**src/rtl/pin_irq_pkg.sv**
```systemverilog
package pin_irq_pkg;
  localparam int unsigned CTL_W        = 4;
  localparam int unsigned PEND_CLR_BIT = 0;
  localparam int unsigned PEND_SET_BIT = 1;
  localparam int unsigned ENA_CLR_BIT  = 2;
  localparam int unsigned ENA_SET_BIT  = 3;
  localparam int unsigned RD_PEND_BIT  = 0;
  localparam int unsigned RD_ENA_BIT   = 2;

  typedef struct packed {
    logic ena_set;
    logic ena_clr;
    logic pend_set;
    logic pend_clr;
  } wr_strb_t;
endpackage

```
**src/rtl/pin_irq_decode.sv**
```systemverilog
module pin_irq_decode
  import pin_irq_pkg::*;
#(
  parameter int unsigned ADDR_W    = 16,
  parameter int unsigned BASE_ADDR = 32'h800,
  parameter int unsigned STRIDE    = 8,
  parameter int unsigned PIN_IDX   = 3
) (
  input  logic [ADDR_W-1:0] addr_i,
  input  logic              wr_en_i,
  input  logic [CTL_W-1:0]  wdata_i,
  output logic              hit_o,
  output wr_strb_t          strb_o
);
  localparam int unsigned WORD_ADDR = BASE_ADDR + STRIDE * PIN_IDX;
  localparam logic [ADDR_W-1:0] WORD_A = WORD_ADDR[ADDR_W-1:0];

  logic wr_hit;

  assign hit_o  = (addr_i == WORD_A);
  assign wr_hit = hit_o & wr_en_i;

  always_comb begin
    strb_o.pend_clr = wr_hit & wdata_i[PEND_CLR_BIT];
    strb_o.pend_set = wr_hit & wdata_i[PEND_SET_BIT];
    strb_o.ena_clr  = wr_hit & wdata_i[ENA_CLR_BIT];
    strb_o.ena_set  = wr_hit & wdata_i[ENA_SET_BIT];
  end
endmodule

```
**src/rtl/pin_irq_detect.sv**
```systemverilog
module pin_irq_detect (
  input  logic clk_i,
  input  logic rst_ni,
  input  logic pin_i,
  input  logic invert_i,
  input  logic det_en_i,
  input  logic edge_mode_i,
  output logic lvl_o,
  output logic rise_o,
  output logic follow_o
);
  logic lvl, lvl_q;

  assign lvl = pin_i ^ invert_i;

  // previous level tracked always so enabling edge mode sees a clean history
  always_ff @(posedge clk_i or negedge rst_ni) begin
    if (!rst_ni) lvl_q <= 1'b0;
    else         lvl_q <= lvl;
  end

  assign lvl_o    = lvl;
  assign rise_o   = det_en_i & edge_mode_i & lvl & ~lvl_q;
  assign follow_o = det_en_i & ~edge_mode_i;
endmodule

```
**src/rtl/pin_irq_flags.sv**
```systemverilog
module pin_irq_flags
  import pin_irq_pkg::*;
(
  input  logic     clk_i,
  input  logic     rst_ni,
  input  wr_strb_t strb_i,
  input  logic     rise_i,
  input  logic     follow_i,
  input  logic     lvl_i,
  input  logic     det_en_i,
  output logic     pend_o,
  output logic     ena_o
);
  logic pend_q, pend_d, ena_q, ena_d;

  always_comb begin
    if (follow_i) begin
      pend_d = lvl_i;
    end else begin
      if (strb_i.pend_clr)      pend_d = 1'b0;
      else if (strb_i.pend_set) pend_d = 1'b1;
      else                      pend_d = pend_q;
      if (rise_i) pend_d = 1'b1;  // a hardware edge is never lost
    end
    if (strb_i.ena_clr)      ena_d = 1'b0;
    else if (strb_i.ena_set) ena_d = 1'b1;
    else                     ena_d = ena_q;
  end

  always_ff @(posedge clk_i or negedge rst_ni) begin
    if (!rst_ni) begin
      pend_q <= 1'b0;
      ena_q  <= 1'b0;
    end else begin
      pend_q <= pend_d;
      ena_q  <= ena_d;
    end
  end

  assign pend_o = pend_q;
  assign ena_o  = ena_q;

  a_r4_level_follow: assert property (@(posedge clk_i) disable iff (!rst_ni)
    follow_i |=> (pend_q == $past(lvl_i)));

  a_r2_edge_sticky: assert property (@(posedge clk_i) disable iff (!rst_ni)
    (pend_q && !follow_i && !strb_i.pend_clr) |=> pend_q);

  a_r5_disabled_hold: assert property (@(posedge clk_i) disable iff (!rst_ni)
    (!det_en_i && !strb_i.pend_clr && !strb_i.pend_set) |=> $stable(pend_q));

  a_r7_ena_clr_wins: assert property (@(posedge clk_i) disable iff (!rst_ni)
    strb_i.ena_clr |=> !ena_q);
endmodule

```
**src/rtl/pin_irq_unit.sv**
```systemverilog
module pin_irq_unit
  import pin_irq_pkg::*;
#(
  parameter int unsigned ADDR_W    = 16,
  parameter int unsigned DATA_W    = 64,
  parameter int unsigned BASE_ADDR = 32'h800,
  parameter int unsigned STRIDE    = 8,
  parameter int unsigned PIN_IDX   = 3
) (
  input  logic              clk_i,
  input  logic              rst_ni,
  input  logic              pin_i,
  input  logic              invert_i,
  input  logic              det_en_i,
  input  logic              edge_mode_i,
  input  logic [ADDR_W-1:0] addr_i,
  input  logic              wr_en_i,
  input  logic [CTL_W-1:0]  wdata_i,
  output logic [DATA_W-1:0] rdata_o,
  output logic              irq_o
);
  logic     hit, lvl, rise, follow, pend, ena;
  wr_strb_t strb;

  pin_irq_decode #(
    .ADDR_W(ADDR_W), .BASE_ADDR(BASE_ADDR), .STRIDE(STRIDE), .PIN_IDX(PIN_IDX)
  ) u_decode (
    .addr_i(addr_i), .wr_en_i(wr_en_i), .wdata_i(wdata_i),
    .hit_o(hit), .strb_o(strb)
  );

  pin_irq_detect u_detect (
    .clk_i(clk_i), .rst_ni(rst_ni), .pin_i(pin_i), .invert_i(invert_i),
    .det_en_i(det_en_i), .edge_mode_i(edge_mode_i),
    .lvl_o(lvl), .rise_o(rise), .follow_o(follow)
  );

  pin_irq_flags u_flags (
    .clk_i(clk_i), .rst_ni(rst_ni), .strb_i(strb), .rise_i(rise),
    .follow_i(follow), .lvl_i(lvl), .det_en_i(det_en_i),
    .pend_o(pend), .ena_o(ena)
  );

  for (genvar b = 0; b < DATA_W; b++) begin : g_rd
    if (b == RD_PEND_BIT) begin : g_pend
      assign rdata_o[b] = hit & pend;
    end else if (b == RD_ENA_BIT) begin : g_ena
      assign rdata_o[b] = hit & ena;
    end else begin : g_zero
      assign rdata_o[b] = 1'b0;
    end
  end

  assign irq_o = pend & ena;

  a_r8_masked_no_irq: assert property (@(posedge clk_i) disable iff (!rst_ni)
    !ena |-> !irq_o);
endmodule

```
**config.mk**
```make
export PLATFORM = sky130hd
export DESIGN_NAME = pin_irq_unit
export DESIGN_NICKNAME = d
export VERILOG_FILES = /design/src/rtl/pin_irq_pkg.sv /design/src/rtl/pin_irq_decode.sv /design/src/rtl/pin_irq_detect.sv /design/src/rtl/pin_irq_flags.sv /design/src/rtl/pin_irq_unit.sv
export SDC_FILE = /design/constraint.sdc
export NUM_CORES = 1
export LEC_CHECK = 0
export CORE_MARGIN = 5
export CORE_UTILIZATION = 27
export CTS_CLUSTER_DIAMETER = 80
export CTS_CLUSTER_SIZE = 40
export DETAILED_ROUTE_END_ITERATION = 10
export HOLD_SLACK_MARGIN = 0.06
export PLACE_DENSITY = 0.85
export SYNTH_ARGS = -nofsm -noshare
export SYNTH_HDL_FRONTEND = slang
export SYNTH_HIERARCHICAL = 1
export SYNTH_SLANG_ARGS = --single-unit
```
**constraint.sdc**
```tcl
create_clock -name clk_i -period 3.4 [get_ports clk_i]
set_clock_uncertainty 0.1 [all_clocks]
set_input_delay 0.68 -clock clk_i [delete_from_list [all_inputs] [get_ports clk_i]]
set_output_delay 0.68 -clock clk_i [all_outputs]
set_load 0.02 [all_outputs]
```
### Word level (Yosys, flattened, before mapping)

Index checks and enable logic that the tools add are counted.

| word-level totals | value |
|---|---|
| output and inout bits | 65 |
| logic and storage cells | 27 |
| flip-flop bits (word level) | 3 |

| operators by class | value |
|---|---|
| reduce and logical (&&, ||, !) cells | 2 |
| bitwise operators | 15 |
| muxes and demuxes | 6 |
| eq/ne operators | 1 |

Operators with widths:

| cell | count |
|---|---|
| equality test 16 x 12 -> 1 bit (second input constant) | 1 |
| AND 1 bit | 12 |
| two-way mux 1 bit | 6 |
| nonzero test 4 bit | 1 |
| inverter 1 bit | 2 |
| nonzero test 2 bit | 1 |
| XOR 1 bit | 1 |

### Depth between registers and ports, before layout

| depth | value |
|---|---|
| depth after elaboration | 7 |
| mapped depth | 5 |
| gate-level depth less buffers | 5 |

### Hierarchy

Netlist, hierarchy kept.

By module, submodules not included:

| module | cells each | area an instance (um2) | times used |
|---|---|---|---|
| pin_irq_unit | 66 | 488.0 | 1 |
| pin_irq_decode | 14 | 80.1 | 1 |
| pin_irq_flags | 7 | 78.8 | 1 |
| pin_irq_detect | 4 | 50.0 | 1 |

### Worst setup path after synthesis

Ideal clock, no wire load.

| path | value |
|---|---|
| path type | in2out |
| from | input addr_i[12] |
| to | output rdata_o[0] |
| buffers on the path | 0 |
| data arrival time | 1.580 ns |
| path slack | 1.040 ns |
| stages | 3 |
| cell sequence | or4_4 -> nor2_1 -> and2_1 |

| on the way | value |
|---|---|
| longest elaborated chain between the ends | 2 |

RTL lines:

| item | line | RTL |
|---|---|---|
| start, declared | pin_irq_unit.sv:16 | `input logic [ADDR_W-1:0] addr_i,` |
| equality test 16 x 12 -> 1 bit | pin_irq_decode.sv:20 | `assign hit_o = (addr_i == WORD_A);` |
| net hit | pin_irq_unit.sv:22 | `logic hit, lvl, rise, follow, pend, ena;` |
| AND 1 bit | pin_irq_unit.sv:46 | `assign rdata_o[b] = hit & pend;` |
| end, declared | pin_irq_unit.sv:19 | `output logic [DATA_W-1:0] rdata_o,` |

The timed path passes the listed nets, and every way through them passes these cells.

### Worst setup path in the final report

| path | value |
|---|---|
| from | input addr_i[12] |
| to | output rdata_o[2] |

| on the way | value |
|---|---|
| longest elaborated chain between the ends | 2 |

RTL lines:

| item | line | RTL |
|---|---|---|
| equality test 16 x 12 -> 1 bit | pin_irq_decode.sv:20 |  |
| net hit | pin_irq_unit.sv:22 |  |
| AND 1 bit | pin_irq_unit.sv:48 | `assign rdata_o[b] = hit & ena;` |

The timed path passes the listed nets, and every way through them passes these cells.

==> out/qor.csv <==
metric,value,unit
status,completed,
Post-CTS Setup Bufs,0,
pin count of the biggest net entering global routing,6,
Placer Congestion,0.671,
"commonest non-fill, non-tap cells in the layout","conb_1, clkdlybuf4s50_1, nor2_1, nand2_1, nor3_1",
I/O pin cnt,92,
maxcap violations,0,
Worst EP arrival,2.52,ns
Adder-Cell Fraction of Synth Area,0,%
ant diodes,0,
worst endpoint required time,2.62,ns
TritonCTS clock tree,yes,
Layout fillers,270,
type of element launching the critical path,input pin,
maximum root-to-sink buffer count,2,
upper clock frequency limit,303,MHz
Worst Hold Class,flop to flop,
"Hold Vio Cnt, Final",0,
Max VDD drop,126,uV
Final min period,3.30,ns
first-pass GRT wire length,1670,um
Nets,152,
global route overflow,0,
Die X-Extent,60.8,um
Vias,491,
CTS hold repair buffers,0,
setup_tns,0,ns
Cell Rows,18,
DR iter-0 viols,1,
post-route ant nets,0,
multi-input combinational cell area,385,um^2
mapped cell area,697,um^2
Syn. warnings,6,
TritonRoute pass-1 iters,4,
clk_lat worst skew,0.23,ns
fraction of layout cells with a size suffix above 1,4.03,%
drt drc,0,
Post-Synth Simple-Gate Area,18.1,%
compound-gate portion of the synthesized area,1.08,%
clock root buffer,clkbuf_4,
Final setup viols,0,
Worst Setup Path Type,input pin to output pin,
dpl cell area,796,um^2
Die Y,60.8,um
# H-tree levels,1,
sequential area share after synthesis,10.8,%
final period utilization,97.1,%
flop and latch count out of synthesis,3,
Post-Synth XOR/XNOR Area,1.26,%
Initial Util,28.1,%
Finished Cell Area,825,um^2
die area,3700,um^2
core region area,2480,um^2
setup ws final,0.0979,ns
RSZ-0062 raised after global routing,false,
pwr dens,250,nW/um^2
Avg Vias per Cell,3.19,
post-CTS sizing,0,
P_leak,0.438,nW
Critical Path Fanout Max,5,
post-synth cell types,17,
clock-pin slew on the worst setup and hold paths,0.04,ns
Design Power,0.207,mW
Avg Inst Size Synth,7.66,um^2
largest family of logic cells by synthesized area,buffers and inverters,
GRT Util Overall,6.28,%
Yosys top cell area share,66.8,%
DP Wirelength,1290,um
initial antenna violation count,0,
CTS sink count,3,
Slew Limit Fails,0,
Register Area,75.1,um^2
multiplexer area fraction after synthesis,1.44,%
largest area contributor in the synthesized netlist,buf_4,
pre-CTS setup slack,0.0860,ns
Mapped Cells,91,
wire per inst,8.66,um
vias in the first global route,436,
number of buffers created by CTS,3,
Total Wirelength,1330,um
Worst setup EP type,output pin,
"leading cell type in the layout, fill and taps excluded",conb_1,
PortBufs,29,
Synth area leaders,"buf_4, dfrtp_1, nor3_1",
synthesis-to-finish area growth,18.3,%
worst max-delay path, cell delays in order:
cell and delay (ns):
clkdlybuf4s50_1 0.39, or4_4 0.57, nor2_1 0.14, and2_1 0.13
clkdlybuf4s50_1 0.61
state kept, by name (all words and copies together) (netlist names):
register        cells
u_detect/lvl_q      1
u_flags/ena_o       1
u_flags/pend_o      1
final cells by class:
class | instances | area share, %
well taps | 30 | 4.55
flip-flops and latches | 3 | 9.10
clock buffers | 4 | 3.19
repair buffers | 30 | 36.4
multi-input cells | 87 | 46.7
routing by layer:
metal	up-vias	routed length (um)	track usage, %
met5	-	0	0
met4	0	0	0.929
met3	0	244	3.83
met2	47	717	11.3
met1	212	372	6.32
li1	232	-	-
report_power, final:
| group | internal (mW) | total [mW] | leakage, nW | switching (mW) |
|---|---|---|---|---|
| sequential | 0.0394 | 0.0411 | 0.0376 | 0.00179 |
| clock | 0.0441 | 0.0639 | 0.0150 | 0.0198 |
| combinational | 0.0307 | 0.101 | 0.386 | 0.0708 |
final timing paths:
check	from	to	slack [ns]	cells after the start
min in group asynchronous	rst_ni	u_flags/pend_o$_DFFE_PN0P_	0.53	1
worst max-delay path	addr_i[12]	rdata_o[2]	0.1	5
max in group asynchronous	rst_ni	u_detect/lvl_q$_DFF_PN0_	2.53	1
worst min register to register	u_flags/ena_o$_DFFE_PN0P_	u_flags/ena_o$_DFFE_PN0P_	0.41	2
worst min-delay path	u_flags/ena_o$_DFFE_PN0P_	u_flags/ena_o$_DFFE_PN0P_	0.41	2
worst max register to register	u_detect/lvl_q$_DFF_PN0_	u_flags/pend_o$_DFFE_PN0P_	2.46	3
per-stage QoR:
| step | hold WS, ns | instances | util, % |
|---|---|---|---|
| 3_5_place_dp | 0.403 | 150 | 32.1 |
| 2_1_floorplan | 0.284 | 152 | - |
| 4_1_cts | 0.413 | 154 | 33.2 |
| 5_1_grt | 0.448 | 154 | 33.3 |
| 6_report | 0.408 | 154 | 33.3 |
| 3_3_place_gp | 0.401 | 150 | 32.1 |
cell usage after synthesis:
master / count
buf_4: 62
nand2_1: 4
nor2_1: 4
nor3_1: 4
and2_1: 3
dfrtp_1: 3
and4b_1: 1
conb_1: 1
mux2i_1: 1
nand3_1: 1
nor2b_1: 1
nor4_1: 1
nor4b_1: 1
nor4bb_1: 1
o31ai_1: 1
or4_4: 1
xor2_1: 1
kinds of logic after synthesis:
family	after synthesis
AOI/OAI and AO/OA	1
xor gates and xnor gates	1
other	1
muxes	1
DFF	3
buffers and inverters	62
and+or+nand+nor	22
Note: power is estimated with default switching activity, not from simulation.
